<file path="src/rtl/cfo_pkg.sv">
package cfo_pkg;
  localparam int SW     = 4;
  localparam int LANES  = 4;
  localparam int WIN    = 41;
  localparam int HALF   = WIN / 2;
  localparam int DEPTH  = 2 * WIN;
  localparam int AW     = $clog2(DEPTH + 1);
  localparam int LW     = $clog2(LANES);
  localparam int PW     = 12;
  localparam int ITER   = 12;
  localparam int IW     = $clog2(ITER);
  localparam int RW     = $clog2(ITER + 1);
  localparam int PRODW  = 2 * SW + 1;
  localparam int ACCW   = PRODW + $clog2(WIN);
  localparam int CW     = ACCW + 2;

  typedef struct packed {
    logic signed [SW-1:0] i;
    logic signed [SW-1:0] q;
  } cplx_t;

  // arctan(2^-k) in units of pi/2^(PW-1)
  function automatic logic signed [PW-1:0] atan_step(input logic [IW-1:0] k);
    case (k)
      4'd0:    atan_step = 12'sd512;
      4'd1:    atan_step = 12'sd302;
      4'd2:    atan_step = 12'sd160;
      4'd3:    atan_step = 12'sd81;
      4'd4:    atan_step = 12'sd41;
      4'd5:    atan_step = 12'sd20;
      4'd6:    atan_step = 12'sd10;
      4'd7:    atan_step = 12'sd5;
      4'd8:    atan_step = 12'sd3;
      4'd9:    atan_step = 12'sd1;
      4'd10:   atan_step = 12'sd1;
      default: atan_step = 12'sd0;
    endcase
  endfunction
endpackage

</file>
<file path="src/rtl/lane_pick.sv">
module lane_pick
  import cfo_pkg::*;
(
  input  logic [LANES*2*SW-1:0] lanes,
  input  logic [LW-1:0]         pick,
  output cplx_t                 sample
);
  cplx_t lane_arr [LANES];

  for (genvar g = 0; g < LANES; g++) begin : g_unpack
    assign lane_arr[g] = lanes[g*2*SW +: 2*SW];
  end

  assign sample = lane_arr[pick];
endmodule

</file>
<file path="src/rtl/sample_rf.sv">
module sample_rf
  import cfo_pkg::*;
(
  input  logic          clk,
  input  logic          we,
  input  logic [AW-1:0] waddr,
  input  cplx_t         wdata,
  input  logic [AW-1:0] raddr_a,
  input  logic [AW-1:0] raddr_b,
  output cplx_t         rdata_a,
  output cplx_t         rdata_b
);
  cplx_t mem [DEPTH];

  always_ff @(posedge clk) begin
    if (we) mem[waddr] <= wdata;
  end

  always_comb begin
    rdata_a = (raddr_a < AW'(DEPTH)) ? mem[raddr_a] : '0;
    rdata_b = (raddr_b < AW'(DEPTH)) ? mem[raddr_b] : '0;
  end

  // writes stay inside the two stored windows
  always @(posedge clk) begin
    if (we) p_waddr_in_range_r3: assert (waddr < AW'(DEPTH));
  end
endmodule

</file>
<file path="src/rtl/corr_acc.sv">
module corr_acc
  import cfo_pkg::*;
(
  input  logic                   clk,
  input  logic                   rst_n,
  input  logic                   clr,
  input  logic                   en,
  input  cplx_t                  a,
  input  cplx_t                  b,
  output logic signed [ACCW-1:0] acc_re,
  output logic signed [ACCW-1:0] acc_im
);
  localparam int BOUND = (1 << (2*SW - 1)) * WIN;

  logic signed [PRODW-1:0] prod_re, prod_im;
  logic signed [ACCW-1:0]  re_n, im_n;

  always_comb begin
    prod_re = PRODW'(a.i * b.i) + PRODW'(a.q * b.q);
    prod_im = PRODW'(a.q * b.i) - PRODW'(a.i * b.q);
    re_n = acc_re;
    im_n = acc_im;
    if (clr) begin
      re_n = '0;
      im_n = '0;
    end else if (en) begin
      re_n = acc_re + ACCW'(prod_re);
      im_n = acc_im + ACCW'(prod_im);
    end
  end

  always_ff @(posedge clk or negedge rst_n) begin
    if (!rst_n) begin
      acc_re <= '0;
      acc_im <= '0;
    end else begin
      acc_re <= re_n;
      acc_im <= im_n;
    end
  end

  p_no_overflow_r8: assert property (@(posedge clk) disable iff (!rst_n)
    (acc_re <= ACCW'(BOUND)) && (acc_re >= -ACCW'(BOUND)) &&
    (acc_im <= ACCW'(BOUND)) && (acc_im >= -ACCW'(BOUND)));
endmodule

</file>
<file path="src/rtl/cordic_vec.sv">
module cordic_vec
  import cfo_pkg::*;
(
  input  logic                   clk,
  input  logic                   rst_n,
  input  logic                   load,
  input  logic                   step,
  input  logic [IW-1:0]          idx,
  input  logic signed [ACCW-1:0] xin,
  input  logic signed [ACCW-1:0] yin,
  output logic signed [PW-1:0]   angle
);
  logic signed [CW-1:0] x_q, y_q, x_n, y_n, xs, ys;
  logic signed [PW-1:0] z_q, z_n;

  always_comb begin
    x_n = x_q;
    y_n = y_q;
    z_n = z_q;
    xs  = x_q >>> idx;
    ys  = y_q >>> idx;
    if (load) begin
      if (xin < 0) begin
        x_n = -CW'(xin);
        y_n = -CW'(yin);
        z_n = {1'b1, {(PW-1){1'b0}}};
      end else begin
        x_n = CW'(xin);
        y_n = CW'(yin);
        z_n = '0;
      end
    end else if (step) begin
      if (y_q >= 0) begin
        x_n = x_q + ys;
        y_n = y_q - xs;
        z_n = z_q + atan_step(idx);
      end else begin
        x_n = x_q - ys;
        y_n = y_q + xs;
        z_n = z_q - atan_step(idx);
      end
    end
  end

  always_ff @(posedge clk or negedge rst_n) begin
    if (!rst_n) begin
      x_q <= '0;
      y_q <= '0;
      z_q <= '0;
    end else begin
      x_q <= x_n;
      y_q <= y_n;
      z_q <= z_n;
    end
  end

  assign angle = z_q;

  // vectoring keeps the working vector in the right half-plane
  p_x_nonneg_r4: assert property (@(posedge clk) disable iff (!rst_n)
    step |-> (x_q >= 0));
endmodule

</file>
<file path="src/rtl/cfo_est_decim.sv">
module cfo_est_decim
  import cfo_pkg::*;
(
  input  logic                 clk,
  input  logic                 rst_n,
  input  logic                 start,
  input  logic                 in_valid,
  input  logic [LANES*2*SW-1:0] in_lanes,
  input  logic [LW-1:0]        keep_lane,
  input  logic [PW-1:0]        agree_thr,
  output logic signed [PW-1:0] est,
  output logic                 done
);
  typedef enum logic [2:0] {S_IDLE, S_FILL, S_ACC, S_ROT, S_DONE} st_t;

  st_t                  state, state_n;
  logic [AW-1:0]        wptr, wptr_n, cnt, cnt_n;
  logic [RW-1:0]        rot_cnt, rot_n;
  logic                 pass, pass_n;
  logic signed [PW-1:0] coarse_q, coarse_n, est_q, est_n, fine_ang;
  logic                 done_q, done_n;

  cplx_t                  kept, ra, rb;
  logic signed [ACCW-1:0] acc_re, acc_im;
  logic signed [PW-1:0]   diff, merged;
  logic        [PW:0]     mag;

  lane_pick u_pick (.lanes(in_lanes), .pick(keep_lane), .sample(kept));

  sample_rf u_rf (
    .clk(clk), .we(state == S_FILL && in_valid), .waddr(wptr), .wdata(kept),
    .raddr_a(cnt), .raddr_b(cnt + AW'(WIN)), .rdata_a(ra), .rdata_b(rb)
  );

  corr_acc u_acc (
    .clk(clk), .rst_n(rst_n), .clr(state != S_ACC), .en(state == S_ACC),
    .a(ra), .b(rb), .acc_re(acc_re), .acc_im(acc_im)
  );

  cordic_vec u_cordic (
    .clk(clk), .rst_n(rst_n),
    .load(state == S_ROT && rot_cnt == '0),
    .step(state == S_ROT && rot_cnt != '0),
    .idx(IW'(rot_cnt - 1'b1)),
    .xin(acc_re), .yin(acc_im), .angle(fine_ang)
  );

  always_comb begin
    diff   = fine_ang - coarse_q;
    mag    = diff[PW-1] ? -{diff[PW-1], diff} : {1'b0, diff};
    merged = (mag <= {1'b0, agree_thr}) ? coarse_q + (diff >>> 1) : coarse_q;
  end

  always_comb begin
    state_n  = state;
    wptr_n   = wptr;
    cnt_n    = cnt;
    rot_n    = rot_cnt;
    pass_n   = pass;
    coarse_n = coarse_q;
    est_n    = est_q;
    done_n   = 1'b0;
    case (state)
      S_IDLE: if (start) begin
        state_n = S_FILL;
        wptr_n  = '0;
      end
      S_FILL: if (in_valid) begin
        wptr_n = wptr + 1'b1;
        if (wptr == AW'(DEPTH - 1)) begin
          state_n = S_ACC;
          cnt_n   = '0;
          pass_n  = 1'b0;
        end
      end
      S_ACC: begin
        cnt_n = cnt + 1'b1;
        if (pass && cnt == AW'(HALF)) coarse_n = fine_ang;
        if (cnt == (pass ? AW'(WIN - 1) : AW'(HALF - 1))) begin
          state_n = S_ROT;
          rot_n   = '0;
        end
      end
      S_ROT: begin
        rot_n = rot_cnt + 1'b1;
        if (rot_cnt == RW'(ITER)) begin
          if (!pass) begin
            state_n = S_ACC;
            pass_n  = 1'b1;
            cnt_n   = AW'(HALF);
          end else begin
            state_n = S_DONE;
          end
        end
      end
      S_DONE: begin
        est_n   = merged;
        done_n  = 1'b1;
        state_n = S_IDLE;
      end
      default: state_n = S_IDLE;
    endcase
  end

  always_ff @(posedge clk or negedge rst_n) begin
    if (!rst_n) begin
      state    <= S_IDLE;
      wptr     <= '0;
      cnt      <= '0;
      rot_cnt  <= '0;
      pass     <= 1'b0;
      coarse_q <= '0;
      est_q    <= '0;
      done_q   <= 1'b0;
    end else begin
      state    <= state_n;
      wptr     <= wptr_n;
      cnt      <= cnt_n;
      rot_cnt  <= rot_n;
      pass     <= pass_n;
      coarse_q <= coarse_n;
      est_q    <= est_n;
      done_q   <= done_n;
    end
  end

  assign est  = est_q;
  assign done = done_q;

  p_done_pulse_r6: assert property (@(posedge clk) disable iff (!rst_n)
    done |=> !done);
  p_est_hold_r6: assert property (@(posedge clk) disable iff (!rst_n)
    !$stable(est) |-> done);
  p_start_ignored_r7: assert property (@(posedge clk) disable iff (!rst_n)
    (state == S_FILL && wptr != '0 && start) |=> (wptr != '0));
  p_fill_bound_r3: assert property (@(posedge clk) disable iff (!rst_n)
    (state == S_FILL) |-> (wptr < AW'(DEPTH)));
endmodule

</file>
<file path="config.mk">
export PLATFORM = sky130hd
export DESIGN_NAME = cfo_est_decim
export DESIGN_NICKNAME = d
export VERILOG_FILES = /design/src/rtl/cfo_pkg.sv /design/src/rtl/lane_pick.sv /design/src/rtl/sample_rf.sv /design/src/rtl/corr_acc.sv /design/src/rtl/cordic_vec.sv /design/src/rtl/cfo_est_decim.sv
export SDC_FILE = /design/constraint.sdc
export NUM_CORES = 2
export LEC_CHECK = 0
export BUFFER_PORTS_ARGS = -buffer_cell sky130_fd_sc_hd__clkbuf_2
export CAP_MARGIN = 10
export CELL_PAD_IN_SITES_DETAIL_PLACEMENT = 1
export CELL_PAD_IN_SITES_GLOBAL_PLACEMENT = 1
export CORE_UTILIZATION = 30
export DETAILED_ROUTE_END_ITERATION = 16
export GPL_TIMING_DRIVEN = 1
export PLACE_DENSITY_LB_ADDON = 0.1
export SETUP_SLACK_MARGIN = 0.4
export SLEW_MARGIN = 20
export SYNTH_ARGS = -nofsm -noshare
export SYNTH_HDL_FRONTEND = slang
export SYNTH_SLANG_ARGS = --single-unit
</file>
<file path="constraint.sdc">
create_clock -name clk -period 11.4 [get_ports clk]
set_input_delay 2.28 -clock clk [delete_from_list [all_inputs] [get_ports clk]]
set_output_delay 2.28 -clock clk [all_outputs]
set_load 0.02 [all_outputs]
</file>
# After elaboration in Yosys (flattened, before gate mapping)
# Memories as Yosys holds them, arrays and structs flattened.
# Index checks and enable logic that the tools add are counted.
# W data, S select, Z words.
[classes]
n_shift = 2
order_cmp = 6
n_addsub = 20
bitwise_logic = 1
n_reduce_logical = 19
n_mux = 54
mul = 4
n_eq_ne = 15
[op_table]
columns = ["operator", "count"]
rows = [
  ["$mux W17", 8],
  ["$mux W12", 11],
  ["$mux W15", 4],
  ["$mux W7", 6],
  ["$add A17 B17 Y17", 2],
  ["$neg A15 Y17", 2],
  ["$sshr A17 B4 Y17", 2],
  ["$sub A17 B17 Y17", 2],
  ["$mul A4 B4 Y8", 4],
  ["$mux W8", 4],
  ["$add A15 B9 Y15", 2],
  ["$sub A12 B12 Y12", 2],
  ["$pmux W7 S3", 1],
  ["$mux W3", 6],
  ["$ge A17 B1 Y1 const B", 1],
  ["$bmux W8 S2", 1],
  ["$lt A15 B1 Y1 const B", 1],
  ["$add A7 B1 Y7 const B", 2],
  ["$lt A7 B7 Y1 const B", 2],
  ["$pmux W7 S2", 1],
  ["$le A13 B12 Y1", 1],
  ["$mux W13", 1],
  ["$neg A13 Y13", 1],
  ["$add A12 B11 Y12", 1],
  ["other kinds (34)", 53],
]
[word_totals]
elab_cells = 137
ram_bits = 656
n_memories = 3
ff_bits = 123
mem_bits_ro = 320
[memory_table]
columns = ["memory", "words", "width", "read_ports", "rd_clocked_by_memory_dff", "wr", "line", "source"]
rows = [
  ["u_rf.mem", 82, 8, 2, 0, 1, "sample_rf.sv:13", "cplx_t mem [DEPTH];"],
  ["(no name shown)", 16, 10, 1, 0, 0, "cfo_pkg.sv:24", "case (k)"],
  ["(no name shown)", 16, 10, 1, 0, 0, "cfo_pkg.sv:24", ""],
]

# Depth between registers and ports, before layout
# An unclocked memory read counts as a cell.
[depth]
ltp_word = 9
ltp_mapped = 37
depth_no_buf = 28

# Hierarchy
# From an unflattened synthesis, not the netlist that was laid out.
[hier_totals]
cells_unflattened = 3683
hier_area_um2 = 48999.5
[modules_own_cells]
columns = ["module", "area_each_um2", "cells_per_inst", "instances"]
rows = [
  ["sample_rf", 31169.9, 1649, 1],
  ["cordic_vec", 7344.5, 890, 1],
  ["corr_acc", 6313.6, 647, 1],
  ["cfo_est_decim", 3975.1, 487, 1],
  ["lane_pick", 196.4, 10, 1],
]

# Least setup slack after synthesis
# No wires, ideal clock.
[synth_timing]
path_type = "flip-flop to flip-flop"
startpoint = "register cnt[0]"
endpoint = "register u_acc.acc_re[14]"
path_slack_ps = 2663
stages_incl_launch_ff = 33
synth_period_minus_slack_ps = 8737
n_path_buf = 8
required_ps = 11269
t_arrival_ps = 8607
setup_ps = 131
path_cell_list = "dfrtp_1 -> buf_2 -> buf_4 -> buf_4 -> buf_4 -> buf_2 -> inv_1 -> ha_1 -> buf_2 -> buf_1 -> clkbuf_1 -> mux4_2 -> mux4_2 -> nor2_1 -> a211oi_1 -> o21ai_1 -> nor2_1 -> inv_1 -> fa_1 -> fa_1 -> inv_1 -> fa_1 -> fa_1 -> fa_1 -> ha_1 -> a21oi_1 -> o21bai_1 -> a21oi_1 -> o21bai_1 -> a311oi_1 -> o21ai_0 -> xnor2_1 -> nor2_1"
[synth_via]
elab_chain_cells = 8
word_cells_on_any_way = 12
classes_between = "3 x add/sub; 2 x mul; 2 x order compare; 4 x mux; 1 x memory"
[synth_rtl]
columns = ["element", "line", "source"]
rows = [
  ["start, declared", "cfo_est_decim.sv:17", "logic [AW-1:0] wptr, wptr_n, cnt, cnt_n;"],
  ["start signal, assigned", "cfo_est_decim.sv:118", "cnt <= cnt_n;"],
  ["$add A7 B6 Y7", "cfo_est_decim.sv:32", ".raddr_a(cnt), .raddr_b(cnt + AW'(WIN)), .rdata_a(ra), .rdata_b(rb)"],
  ["$mem_v2 Z82 W8 / $lt A7 B7 Y1 (equally long branches)", "n/a", ""],
  ["$mux W8", "sample_rf.sv:21", "rdata_b = (raddr_b < AW'(DEPTH)) ? mem[raddr_b] : '0;"],
  ["$mul A4 B4 Y8", "corr_acc.sv:19", "prod_re = PRODW'(a.i * b.i) + PRODW'(a.q * b.q);"],
  ["$add A8 B8 Y9 *", "corr_acc.sv:19", ""],
  ["$add A15 B9 Y15 *", "corr_acc.sv:27", "re_n = acc_re + ACCW'(prod_re);"],
  ["$mux W15 *", "corr_acc.sv:26", "end else if (en) begin"],
  ["$mux W15 *", "corr_acc.sv:23", "if (clr) begin"],
  ["named net u_acc.re_n[14]", "corr_acc.sv:16", "logic signed [ACCW-1:0] re_n, im_n;"],
  ["end signal, assigned", "corr_acc.sv:37", "acc_re <= re_n;"],
  ["end, declared", "corr_acc.sv:10", "output logic signed [ACCW-1:0] acc_re,"],
]
# Mark *: on every way through the listed nets, which the timed path passes. The rest lies on a longest branch. The select of a mux whose other input is x is not followed.
# A chain may end at the register's enable or synchronous reset.

# Worst setup path after layout
[layout_timing]
startpoint = "register cnt[0]"
endpoint = "register u_acc.acc_im[14]"
[layout_via]
elab_chain_cells = 8
word_cells_on_any_way = 12
classes_between = "3 x add/sub; 2 x mul; 2 x order compare; 4 x mux; 1 x memory"
[layout_rtl]
columns = ["element", "line", "source"]
rows = [
  ["$add A7 B6 Y7", "cfo_est_decim.sv:32", ""],
  ["$mem_v2 Z82 W8 / $lt A7 B7 Y1 (equally long branches)", "n/a", ""],
  ["$mux W8", "sample_rf.sv:21", ""],
  ["$mul A4 B4 Y8", "corr_acc.sv:20", "prod_im = PRODW'(a.q * b.i) - PRODW'(a.i * b.q);"],
  ["$sub A8 B8 Y9 *", "corr_acc.sv:20", ""],
  ["$add A15 B9 Y15 *", "corr_acc.sv:28", "im_n = acc_im + ACCW'(prod_im);"],
  ["$mux W15 *", "corr_acc.sv:26", ""],
  ["$mux W15 *", "corr_acc.sv:23", ""],
  ["named net u_acc.im_n[14]", "corr_acc.sv:16", ""],
  ["end signal, assigned", "corr_acc.sv:38", "acc_im <= im_n;"],
  ["end, declared", "corr_acc.sv:11", "output logic signed [ACCW-1:0] acc_im"],
]
# Marks and branches as above.

==> results.cfg <==
[sta]
tns_ns = 0
fin_ws_ns = 2.22
maxSlewHeadroom_pct = 20.3
period_minus_slack_ns = 9.18
rsz0062_at_grt = false
fin_worst_skew_ns = 0.0497
worst_pin_slew_ns = 1.19
timing.final.crit_share_pct = 80.5
max_freq_mhz = 109
holdWs_ns = 0.493
drv_slew = 0
finalSetupViolCount = 0
final_hold_viol_count = 0

[die]
num_io_pins = 63
rows = 145
coreArea_mm2 = 0.157
start_util_pct = 30.3
dieArea_mm2 = 0.160
die_w_um = 400
die_h_um = 400

[worst_hold_path]
hold_start = est[2]
hold_end = est[2]
holdPathStages = 2
hp-class = flip-flop to flip-flop

[clocking]
cts_setup_buffers = 0
cts_buffers = 96
cts_max_level = 3
cts_sinks = 779
post_cts_resized = 0
clk_latency_ns = 0.73
cts_root_buf = clkbuf_16
clockBufferDepth = 3
clk_pin_slew_worst_paths_ns = 0.06
hold_buffers = 0
cts_tree = yes

[synth]
synthCells = 3361
synth_fp_nets = 3702
synth_cell_types = 79
synth_edf_count = 656
synth-warning-count = 0
ys_ff_latch = 779
ys_seq_area_share_pct = 48.0
synth_ff_type = edfxtp_1
avgSynthCellArea_um2 = 14.1
synth_async_sr_flop_share_pct = 15.8
synth_area_mm2 = 0.0475

[critical_path]
cp.required_ns = 11.95
r2r_slack_ns = 2.22
worstPathArrival_ns = 9.73
r2r-end = u_acc.acc_im[14]
crit_type = flip-flop to flip-flop
start_kind = flip-flop
timing.rr.start = cnt[0]
reg2regPathDepth = 26
crit_fanout = 55
critPathCaptureType = flip-flop

[cells_and_area]
fin_nets = 3783
multi_input_area_mm2 = 0.0231
final_common_cell = edfxtp_1
layout-drive-gt1-share_pct = 23.6
final_core_util_pct = 34.2
area_growth_syn_to_layout_pct = 12.8
seq_area_mm2 = 0.0228
final_cell_mix = edfxtp_1, mux4_2, nor2_1
fillers = 16324

[global_route]
grt_pass1_vias = 32378
grt_usage_pct = 19.3
grt_overflow = 0
grt_pass1_wl_um = 225000
grt_antenna_before_repair = 6
grt_start_max_net_pins = 105

[status]
status = finished clean

[job]
maxCapViolCount = 0

[routing]
ant_nets = 0
firstDrtPassIters = 5
wl_um = 152000
post_drt_wl_per_cell_um = 27.2
drt_iter0_drc = 1656
vias = 29644
drc = 0
viasPerCell = 5.32

[place]
hpwlAfterDp_um = 107000
gp_congestion = 0.800
port_buffers = 62
dp_slack_ns = 2.14
-- cells by family after synthesis --
kind of cell / count (synthesis) / share of synthesized area, %
flops: 779 / 48.0
compound gates: 494 / 6.45
buf+inv: 416 / 3.68
fa+ha+maj: 291 / 9.55
xor+xnor: 156 / 2.88
simple gates: 688 / 6.56
mux: 537 / 22.9
-- metrics by stage --
stage                     area [µm²]  cells
after floorplan                47500   3361
after global placement         50400   5402
after detailed placement       50400   5402
after CTS                      53500   5570
after global routing           53600   5570
final                          53600   5571
-- per-layer routing --
layer / track usage [%] / up-vias / wire length [µm]
li1: - / 13082 / -
met1: 24.6 / 15867 / 64200
met2: 33.9 / 514 / 78100
met3: 2.35 / 181 / 4940
met4: 5.88 / 0 / 4570
met5: 0 / - / 0
-- area by class of cell --
type                    count  area share (%)
flip-flops and latches    779            42.6
well taps                2058            4.81
clock inverters            45            1.09
diodes                      1         0.00467
clock buffers             123            4.73
repair buffers            163            2.10
inverters                 236            1.65
multi-input cells        2166            43.1
-- flip-flops by register name (all words and copies together) (netlist names), 3 cells and up --
name,flops
u_rf.mem,656
u_cordic.x_q,17
u_cordic.y_q,17
u_acc.acc_im,15
u_acc.acc_re,15
coarse_q,12
est,12
u_cordic.angle,12
cnt,7
wptr,7
rot_cnt,4
state,3
-- Yosys cell counts (59+ instances only) --
master / number / area share [%]
edfxtp_1: 656 / 42
mux4_2: 434 / 21
nor2_1: 277 / 2.2
inv_1: 235 / 1.9
nand2_1: 201 / 1.6
ha_1: 172 / 4.5
o21ai_0: 149 / 1.6
a21oi_1: 124 / 1.3
dfrtp_1: 123 / 6.5
fa_1: 119 / 5.0
xnor2_1: 101 / 1.9
clkbuf_1: 80 / 0.63
mux2i_1: 64 / 1.3
buf_2: 59 / 0.62
-- how the worst max path moves through the flow --
stage | from | endpoint | slack [ns] | depth (start not counted)
finish | cnt[0] | u_acc.acc_im[14] | 2.22 | 26
global route | cnt[1] | u_acc.acc_im[14] | 1.68 | 27
CTS | cnt[1] | u_acc.acc_im[14] | 2.11 | 27
detailed placement | cnt[1] | u_acc.acc_im[14] | 2.14 | 27
global placement | cnt[1] | u_acc.acc_im[14] | 2.22 | 27
floorplan | cnt[0] | u_acc.acc_re[14] | 2.66 | 32
-- critical path: stages (launching register included) --
cell,delay [ns]
dfrtp_4,0.48
buf_4,0.43
buf_4,0.81
mux4_2,0.45
mux4_2,0.47
mux2i_1,0.51
a211oi_1,0.17
a21oi_1,0.68
nand2_1,0.19
fa_1,0.59
inv_1,0.06
fa_1,0.56
fa_1,0.43
fa_1,0.49
inv_1,0.05
fa_1,0.47
inv_1,0.04
ha_1,0.31
a21o_1,0.19
a21o_1,0.19
a21o_1,0.18
a21o_1,0.20
a21oi_1,0.20
o21ai_0,0.18
o41ai_1,0.35
xnor2_1,0.17
nor2_1,0.06
Power is not shown: default switching activity piles up to over one toggle a cycle in this logic, so the estimate is an artifact.
